### src/rtl/spi_wg_pkg.sv
`timescale 1ns/1ps
// Shared register addresses and control bit positions for the serial port.
// Assumes: control register is CTRL_W bits wide and data width is at least CTRL_W.
package spi_wg_pkg;
    typedef enum logic [1:0] {
        RA_CTRL = 2'd0,
        RA_BAUD = 2'd1,
        RA_STAT = 2'd2,
        RA_DATA = 2'd3
    } reg_addr_e;

    localparam int CTRL_W  = 5;
    localparam int CB_EN   = 0;
    localparam int CB_MST  = 1;
    localparam int CB_SWAI = 2;
    localparam int CB_ECHO = 3;
    localparam int CB_IE   = 4;
endpackage

### src/rtl/spi_wg_regs.sv
`timescale 1ns/1ps
// Register file, completion flag, held-over byte and interrupt.
// Assumes: done is a one-cycle pulse from the active shift engine;
// gating is high while stop-in-wait is in force.
module spi_wg_regs
    import spi_wg_pkg::*;
#(
    parameter int DW = 8,
    parameter int BW = 7
) (
    input  logic          clk,
    input  logic          rst_n,
    input  logic          wr,
    input  logic          rd,
    input  logic [1:0]    addr,
    input  logic [DW-1:0] wdata,
    output logic [DW-1:0] rdata,
    input  logic          gating,
    input  logic          busy,
    input  logic          done,
    input  logic [DW-1:0] done_byte,
    output logic          en,
    output logic          mst,
    output logic          swai,
    output logic          echo,
    output logic [BW-1:0] baud,
    output logic [DW-1:0] txd,
    output logic          start,
    output logic          flag,
    output logic          pend,
    output logic          irq
);
    logic [CTRL_W-1:0] ctrl;
    logic [DW-1:0]     rxd;
    logic [DW-1:0]     pbyte;
    logic              armed;
    logic              rd_stat, rd_data, clr;

    assign en      = ctrl[CB_EN];
    assign mst     = ctrl[CB_MST];
    assign swai    = ctrl[CB_SWAI];
    assign echo    = ctrl[CB_ECHO];
    assign irq     = flag & ctrl[CB_IE];
    assign rd_stat = rd && (reg_addr_e'(addr) == RA_STAT);
    assign rd_data = rd && (reg_addr_e'(addr) == RA_DATA);
    assign clr     = rd_data && armed;
    assign start   = wr && (reg_addr_e'(addr) == RA_DATA) && en && mst && !busy && !gating;

    // Read multiplexer: combinational view of the addressed register.
    always_comb begin
        rdata = '0;
        case (reg_addr_e'(addr))
            RA_CTRL: rdata[CTRL_W-1:0] = ctrl;
            RA_BAUD: rdata[BW-1:0]     = baud;
            RA_STAT: begin
                rdata[DW-1] = flag;
                rdata[1]    = pend;
                rdata[0]    = busy;
            end
            RA_DATA: rdata = rxd;
            default: rdata = '0;
        endcase
    end

    // Register writes, flag clear handshake, and completion capture.
    always_ff @(posedge clk) begin
        if (!rst_n) begin
            ctrl  <= '0;
            baud  <= '0;
            txd   <= '0;
            rxd   <= '0;
            pbyte <= '0;
            flag  <= 1'b0;
            pend  <= 1'b0;
            armed <= 1'b0;
        end else begin
            if (wr) begin
                case (reg_addr_e'(addr))
                    RA_CTRL: ctrl <= wdata[CTRL_W-1:0];
                    RA_BAUD: baud <= wdata[BW-1:0];
                    RA_DATA: txd  <= wdata;
                    default: ;
                endcase
            end
            if (rd_stat && flag) armed <= 1'b1;
            if (clr) begin
                flag  <= 1'b0;
                armed <= 1'b0;
            end
            if (done && gating) begin
                pend  <= 1'b1;
                pbyte <= done_byte;
            end else if (done) begin
                flag <= 1'b1;
                rxd  <= done_byte;
                pend <= 1'b0;
            end else if (pend && !gating) begin
                flag <= 1'b1;
                rxd  <= pbyte;
                pend <= 1'b0;
            end
        end
    end
endmodule

### src/rtl/spi_wg_master.sv
`timescale 1ns/1ps
// Clock-driving shift engine, mode 0, MSB first.
// Half SCK period is half+1 system clocks; hold freezes all state mid-byte.
// Assumes: start is only pulsed while idle; run low clears the engine.
module spi_wg_master #(
    parameter int DW = 8,
    parameter int BW = 7
) (
    input  logic          clk,
    input  logic          rst_n,
    input  logic          run,
    input  logic          hold,
    input  logic          start,
    input  logic [DW-1:0] txd,
    input  logic [BW-1:0] half,
    input  logic          miso,
    output logic          sck,
    output logic          mosi,
    output logic          busy,
    output logic          done,
    output logic [DW-1:0] rx
);
    localparam int CW = $clog2(DW);

    logic [DW-1:0] sh;
    logic [BW-1:0] divcnt;
    logic [CW-1:0] bitn;

    assign mosi = sh[DW-1];

    // Divider, edge generation, shifting and completion.
    always_ff @(posedge clk) begin
        if (!rst_n || !run) begin
            sh     <= '0;
            rx     <= '0;
            divcnt <= '0;
            bitn   <= '0;
            sck    <= 1'b0;
            busy   <= 1'b0;
            done   <= 1'b0;
        end else begin
            done <= 1'b0;
            if (start && !busy) begin
                busy   <= 1'b1;
                sh     <= txd;
                bitn   <= '0;
                divcnt <= '0;
                sck    <= 1'b0;
            end else if (busy && !hold) begin
                if (divcnt == half) begin
                    divcnt <= '0;
                    if (!sck) begin
                        sck <= 1'b1;
                        rx  <= {rx[DW-2:0], miso};
                    end else begin
                        sck  <= 1'b0;
                        sh   <= {sh[DW-2:0], 1'b0};
                        bitn <= bitn + 1'b1;
                        if (bitn == CW'(DW-1)) begin
                            busy <= 1'b0;
                            done <= 1'b1;
                        end
                    end
                end else begin
                    divcnt <= divcnt + 1'b1;
                end
            end
        end
    end
endmodule

### src/rtl/spi_wg_slave.sv
`timescale 1ns/1ps
// Clock-following shift engine, mode 0, MSB first.
// Synchronises the external clock, select and data, samples on rising
// edges and shifts on falling ones. While deselected it preloads the
// transmit source; after each full byte it reloads at the next falling edge.
// Assumes: external half period is several system clocks long.
module spi_wg_slave #(
    parameter int DW   = 8,
    parameter int SYNC = 2
) (
    input  logic          clk,
    input  logic          rst_n,
    input  logic          run,
    input  logic          sck_i,
    input  logic          ss_n_i,
    input  logic          si_i,
    input  logic          src_echo,
    input  logic [DW-1:0] src_tx,
    output logic          so,
    output logic          busy,
    output logic          done,
    output logic [DW-1:0] rx
);
    localparam int CW = $clog2(DW);

    logic [SYNC-1:0] sck_p, ss_p, si_p;
    logic            sck_d;
    logic [DW-1:0]   rxs, txs;
    logic [CW-1:0]   bitn;
    logic            reload;
    logic            sel, rise, fall, si_q;
    logic [DW-1:0]   src;

    assign sel  = run && !ss_p[SYNC-1];
    assign rise = sck_p[SYNC-1] && !sck_d;
    assign fall = !sck_p[SYNC-1] && sck_d;
    assign si_q = si_p[SYNC-1];
    assign src  = src_echo ? rx : src_tx;
    assign so   = sel ? txs[DW-1] : 1'b0;
    assign busy = sel && (bitn != '0);

    // Input synchronisers and previous-clock register for edge detection.
    always_ff @(posedge clk) begin
        if (!rst_n) begin
            sck_p <= '0;
            ss_p  <= '1;
            si_p  <= '0;
            sck_d <= 1'b0;
        end else begin
            sck_p <= {sck_p[SYNC-2:0], sck_i};
            ss_p  <= {ss_p[SYNC-2:0], ss_n_i};
            si_p  <= {si_p[SYNC-2:0], si_i};
            sck_d <= sck_p[SYNC-1];
        end
    end

    // Frame shifting, byte completion and transmit reload.
    always_ff @(posedge clk) begin
        if (!rst_n) begin
            rxs    <= '0;
            txs    <= '0;
            rx     <= '0;
            bitn   <= '0;
            reload <= 1'b0;
            done   <= 1'b0;
        end else begin
            done <= 1'b0;
            if (!sel) begin
                bitn   <= '0;
                txs    <= src;
                reload <= 1'b0;
            end else begin
                if (rise) begin
                    rxs  <= {rxs[DW-2:0], si_q};
                    bitn <= bitn + 1'b1;
                    if (bitn == CW'(DW-1)) begin
                        done   <= 1'b1;
                        rx     <= {rxs[DW-2:0], si_q};
                        reload <= 1'b1;
                    end
                end
                if (fall) begin
                    if (reload) begin
                        txs    <= src;
                        reload <= 1'b0;
                    end else begin
                        txs <= {txs[DW-2:0], 1'b0};
                    end
                end
            end
        end
    end
endmodule

### src/rtl/spi_waitgate.sv
`timescale 1ns/1ps
// Serial byte port top: joins the register file with the master and slave
// engines, derives wait gating and freezes the slave transmit source.
// Assumes: only one engine runs at a time, chosen by the master bit.
module spi_waitgate #(
    parameter int DW   = 8,
    parameter int BW   = 7,
    parameter int SYNC = 2
) (
    input  logic          clk,
    input  logic          rst_n,
    input  logic          reg_wr,
    input  logic          reg_rd,
    input  logic [1:0]    reg_addr,
    input  logic [DW-1:0] reg_wdata,
    output logic [DW-1:0] reg_rdata,
    input  logic          wait_in,
    output logic          irq,
    output logic          m_sck_o,
    output logic          m_mosi_o,
    input  logic          m_miso_i,
    input  logic          s_sck_i,
    input  logic          s_ss_n_i,
    input  logic          s_mosi_i,
    output logic          s_miso_o
);
    logic          en, mst, swai, echo, start, flag, pend, gating;
    logic [BW-1:0] baud;
    logic [DW-1:0] txd;
    logic          m_busy, m_done, s_busy, s_done;
    logic [DW-1:0] m_rx, s_rx;
    logic          snap_echo;
    logic [DW-1:0] snap_tx;

    assign gating = en && swai && wait_in;

    spi_wg_regs #(.DW(DW), .BW(BW)) u_regs (
        .clk(clk), .rst_n(rst_n), .wr(reg_wr), .rd(reg_rd), .addr(reg_addr),
        .wdata(reg_wdata), .rdata(reg_rdata), .gating(gating),
        .busy(m_busy | s_busy), .done(mst ? m_done : s_done),
        .done_byte(mst ? m_rx : s_rx), .en(en), .mst(mst), .swai(swai),
        .echo(echo), .baud(baud), .txd(txd), .start(start), .flag(flag),
        .pend(pend), .irq(irq)
    );

    spi_wg_master #(.DW(DW), .BW(BW)) u_mst (
        .clk(clk), .rst_n(rst_n), .run(en && mst), .hold(gating),
        .start(start), .txd(reg_wdata), .half(baud), .miso(m_miso_i),
        .sck(m_sck_o), .mosi(m_mosi_o), .busy(m_busy), .done(m_done), .rx(m_rx)
    );

    // Snapshot of the slave transmit source, refreshed whenever not gated.
    always_ff @(posedge clk) begin
        if (!rst_n) begin
            snap_echo <= 1'b0;
            snap_tx   <= '0;
        end else if (!gating) begin
            snap_echo <= echo;
            snap_tx   <= txd;
        end
    end

    spi_wg_slave #(.DW(DW), .SYNC(SYNC)) u_slv (
        .clk(clk), .rst_n(rst_n), .run(en && !mst), .sck_i(s_sck_i),
        .ss_n_i(s_ss_n_i), .si_i(s_mosi_i),
        .src_echo(gating ? snap_echo : echo), .src_tx(gating ? snap_tx : txd),
        .so(s_miso_o), .busy(s_busy), .done(s_done), .rx(s_rx)
    );
endmodule

### config.mk
export PLATFORM = sky130hd
export DESIGN_NAME = spi_waitgate
export DESIGN_NICKNAME = d
export VERILOG_FILES = /design/src/rtl/spi_wg_pkg.sv /design/src/rtl/spi_wg_regs.sv /design/src/rtl/spi_wg_master.sv /design/src/rtl/spi_wg_slave.sv /design/src/rtl/spi_waitgate.sv
export SDC_FILE = /design/constraint.sdc
export NUM_CORES = 1
export LEC_CHECK = 0
export BUFFER_PORTS_ARGS = -buffer_cell sky130_fd_sc_hd__buf_2
export CAP_MARGIN = 20
export CORE_MARGIN = 4
export CORE_UTILIZATION = 50
export CTS_BUF_LIST = sky130_fd_sc_hd__clkbuf_16
export CTS_CLUSTER_DIAMETER = 200
export DETAILED_ROUTE_END_ITERATION = 6
export HOLD_SLACK_MARGIN = 0.08
export PLACE_DENSITY_LB_ADDON = 0.15
export SYNTH_ARGS = -nofsm -noshare
export SYNTH_HDL_FRONTEND = slang
export SYNTH_HIERARCHICAL = 1
export SYNTH_SLANG_ARGS = --single-unit
### constraint.sdc
create_clock -name clk -period 3.1 [get_ports clk]
set_input_delay 0.465 -clock clk [delete_from_list [all_inputs] [get_ports clk]]
set_output_delay 0.465 -clock clk [all_outputs]
set_load 0.03 [all_outputs]
==> results.sh <==
export IMPL_cp_depth=9
export IMPL_drv_cap=0
export IMPL_die_h_um=109.0
export IMPL_h_tree_depth=3
export IMPL_final_area_um2=5510
export IMPL_hold_viol=0
export IMPL_wl_um=11440
export IMPL_cp_slowest_cell="nor4_1"
export IMPL_hold_path_class="in2reg"
export IMPL_fillers=906
export IMPL_final_util=0.5586
export IMPL_place_congestion=0.7875
export IMPL_clockRootBuffer="clkbuf_16"
export IMPL_fin_skew_ns=0.01013
export IMPL_syn_cell_area_um2=5096
export IMPL_ir_drop_mv=0.2930
export IMPL_yosys_register_bits=112
export IMPL_antenna_found_initial=0
export IMPL_dp_cells=677
export IMPL_slew_viol_final=0
export IMPL_cp_arrival_ns=3.16
export IMPL_drt_first_pass_iters=5
export IMPL_grt_pass1_vias=3620
export IMPL_post_cts_setup_buffers=0
export IMPL_multi_input_area_um2=2629
export IMPL_critPathMaxStageDelay_ns=0.49
export IMPL_crit_buf_inv=0
export IMPL_grt_overflow=0
export IMPL_clock_path_buffers=2
export IMPL_finalNonFillerCells=693
export IMPL_path_cells="nor2b_1, and2b_2, a21boi_0, or2_2, nor4_1, nand2b_1, nand2_1, a21o_1, nor2_1"
export IMPL_synthDistinctLibCells=55
export IMPL_synth_fp_nets=573
export IMPL_core_um2=9864
export IMPL_num_antenna_cells=0
export IMPL_worst_slew_pin_transition_ns=0.8697
export IMPL_crit_end="u_mst/divcnt[3]$_SDFFE_PP0N_"
export IMPL_setup_viol=0
export IMPL_min_from="s_ss_n_i"
export IMPL_ys_seq_area_frac=0.4400
export IMPL_rsz0062_at_grt="false"
export IMPL_grt_start_max_net_pins=97
export IMPL_fin_setup_tns_ns=0
export IMPL_chipWidth_um=109.0
export IMPL_finalNetCount=580
export IMPL_clk_pin_slew_ns=0.07
export IMPL_leakage_nw=1.943
export IMPL_cts_resized=0
export IMPL_boundaryPins=31
export IMPL_crit_family="simple AND/OR/NAND/NOR gates"
export IMPL_placed_area_um2=5231
export IMPL_drc=0
export IMPL_io_buffers=30
export IMPL_dp_slack_ns=0.2911
export IMPL_crit_type="reg2reg"
export IMPL_dr_first_iter_drc_count=173
export IMPL_rows=36
export IMPL_rr_startpoint="u_regs/ctrl[0]$_SDFFE_PN0P_"
export IMPL_worst_slack_ns=0.1652
export IMPL_hold_worst_slack_ns=0.2969
export IMPL_postRouteAntennaNets=0
export IMPL_vias=3850
export IMPL_seqCellArea_um2=2242
export IMPL_hpwl_um=8245
export IMPL_fin_crit_sh=0.9467
export IMPL_reg2reg_setup_slack_ns=0.17
export IMPL_clk_latency_ns=0.35
export IMPL_cts_sinks=112
export IMPL_fmaxAchievable_mhz=340.7
export IMPL_dieArea_um2=11870
export IMPL_syn_inst=548
export IMPL_cts_buffers=9
export IMPL_cts_tree="built"
export IMPL_start_util=0.5166
export IMPL_drive_gt1_frac=0.1464
export IMPL_synth_edf_count=0
export IMPL_period_needed_ns=2.935
export IMPL_power_mw=2.704
export IMPL_async_flop_share=0
export IMPL_area_growth_pct=8.127
export IMPL_end_kind="register"
export IMPL_powerDensity_nw_per_um2=490.7
export IMPL_grt_first_pass_wirelength_um=18770
export IMPL_status="completed"
export IMPL_startpoint="u_regs/ctrl[0]$_SDFFE_PN0P_"
export IMPL_max_slew_margin_rel=0.4202
export IMPL_crit_required_ns=3.33
export IMPL_critPathLaunchType="register"
export IMPL_synth_flop_cell="dfxtp_1"
export IMPL_r2r_end="u_mst/divcnt[3]$_SDFFE_PP0N_"
export IMPL_yosysWarningCount=6
export IMPL_viasPerCell=5.556
export IMPL_crit_fanout=12
export IMPL_postSynthAreaPerCell_um2=9.300
export IMPL_track_usage=0.2054
export IMPL_ff2ff_path_depth=9
export IMPL_wire_per_inst_um=16.51
export IMPL_cts_hold_buf=0
synth_stat cells (6+ instances only):
library cell | instances | area share
a21oi_1 | 7 | 0.0069
mux2i_1 | 36 | 0.071
nand2_1 | 95 | 0.070
o21ai_2 | 8 | 0.014
xnor2_1 | 11 | 0.019
a21boi_0 | 20 | 0.029
ha_1 | 6 | 0.015
o211ai_1 | 15 | 0.022
and2_1 | 10 | 0.012
dfxtp_1 | 112 | 0.44
o21ai_0 | 6 | 0.0059
mux2_2 | 20 | 0.044
nand4_1 | 9 | 0.011
o21ai_1 | 21 | 0.021
clkbuf_1 | 19 | 0.014
nor2_1 | 18 | 0.013
nand3_1 | 41 | 0.040
a21boi_1 | 12 | 0.018
buf_2 | 9 | 0.0088
layout by cell type, fill, tap and decap left out, types with 6 or more instances in the layout:
| cell | Yosys | layout |
|---|---|---|
| dfxtp_1 | 112 | 112 |
| nand2_1 | 95 | 95 |
| nand3_1 | 41 | 41 |
| mux2i_1 | 36 | 36 |
| buf_2 | 9 | 30 |
| o21ai_1 | 21 | 21 |
| mux2_2 | 20 | 20 |
| a21boi_0 | 20 | 20 |
| nor2_1 | 18 | 18 |
| o211ai_1 | 15 | 15 |
| a21boi_1 | 12 | 12 |
| xnor2_1 | 11 | 11 |
| and2_1 | 10 | 10 |
| clkbuf_16 | 0 | 9 |
| nand4_1 | 9 | 9 |
| o21ai_2 | 8 | 8 |
| a21oi_1 | 7 | 7 |
| o21ai_0 | 6 | 6 |
| ha_1 | 6 | 6 |
area by class of cell:
class / count / area share
Multi-Input combinational cell: 394 / 0.4771
Sequential cell: 112 / 0.4069
Clock buffer: 9 / 0.04087
Timing Repair Buffer: 33 / 0.03134
Tap cell: 133 / 0.03020
Clock inverter: 7 / 0.009764
Inverter: 5 / 0.003860
flip-flops by register name, summed over array words and instances (netlist names), 5 cells and up:
| signal | count |
|---|---|
| u_regs/ctrl | 5 |
| u_mst/sh | 8 |
| u_mst/rx | 8 |
| u_slv/rxs | 7 |
| snap_tx | 8 |
| u_regs/baud | 7 |
| u_regs/txd | 8 |
| u_mst/divcnt | 7 |
| u_slv/txs | 8 |
| u_regs/pbyte | 8 |
| u_slv/rx | 8 |
| u_regs/rxd | 8 |
worst min path at each step:
stage | to | slack (ns) | cells after the start
after floorplan | u_slv/ss_p[1]$_SDFF_PN1_ | 0.39 | 1
after global placement | u_slv/si_p[1]$_SDFF_PN0_ | 0.42 | 1
after detailed placement | u_slv/si_p[1]$_SDFF_PN0_ | 0.42 | 1
after CTS | u_slv/ss_p[0]$_SDFF_PN1_ | 0.29 | 2
after global routing | u_slv/ss_p[0]$_SDFF_PN1_ | 0.30 | 2
final | u_slv/ss_p[0]$_SDFF_PN1_ | 0.30 | 2
logic make-up (layout without fill, tap and decap cells):
kind of cell,after synthesis,count (layout),synth area share
AO/OA/AOI/OAI,109,109,0.1500
AND/OR/NAND/NOR,204,204,0.1967
buffers and inverters,42,54,0.04419
flip-flops,112,112,0.4400
adder cells (fa/ha/maj),6,6,0.01473
multiplexers,61,61,0.1304
XOR/XNOR,14,14,0.02406
report_power, final:
part           total (mW)  leakage (nW)  internal [mW]  switching [mW]
sequential           1.47         0.905           1.46          0.0124
combinational       0.121         0.897         0.0454          0.0760
clock                1.11         0.141          0.612           0.502
metal layers:
| layer | vias to the layer above | track usage | part of all wire |
|---|---|---|---|
| li1 | 1936 | - | - |
| met1 | 1808 | 0.2669 | 0.46 |
| met2 | 88 | 0.3382 | 0.48 |
| met3 | 18 | 0.04026 | 0.042 |
| met4 | 0 | 0.07574 | 0.024 |
| met5 | - | 0 | 0 |
(Power assumes the default switching activity.)
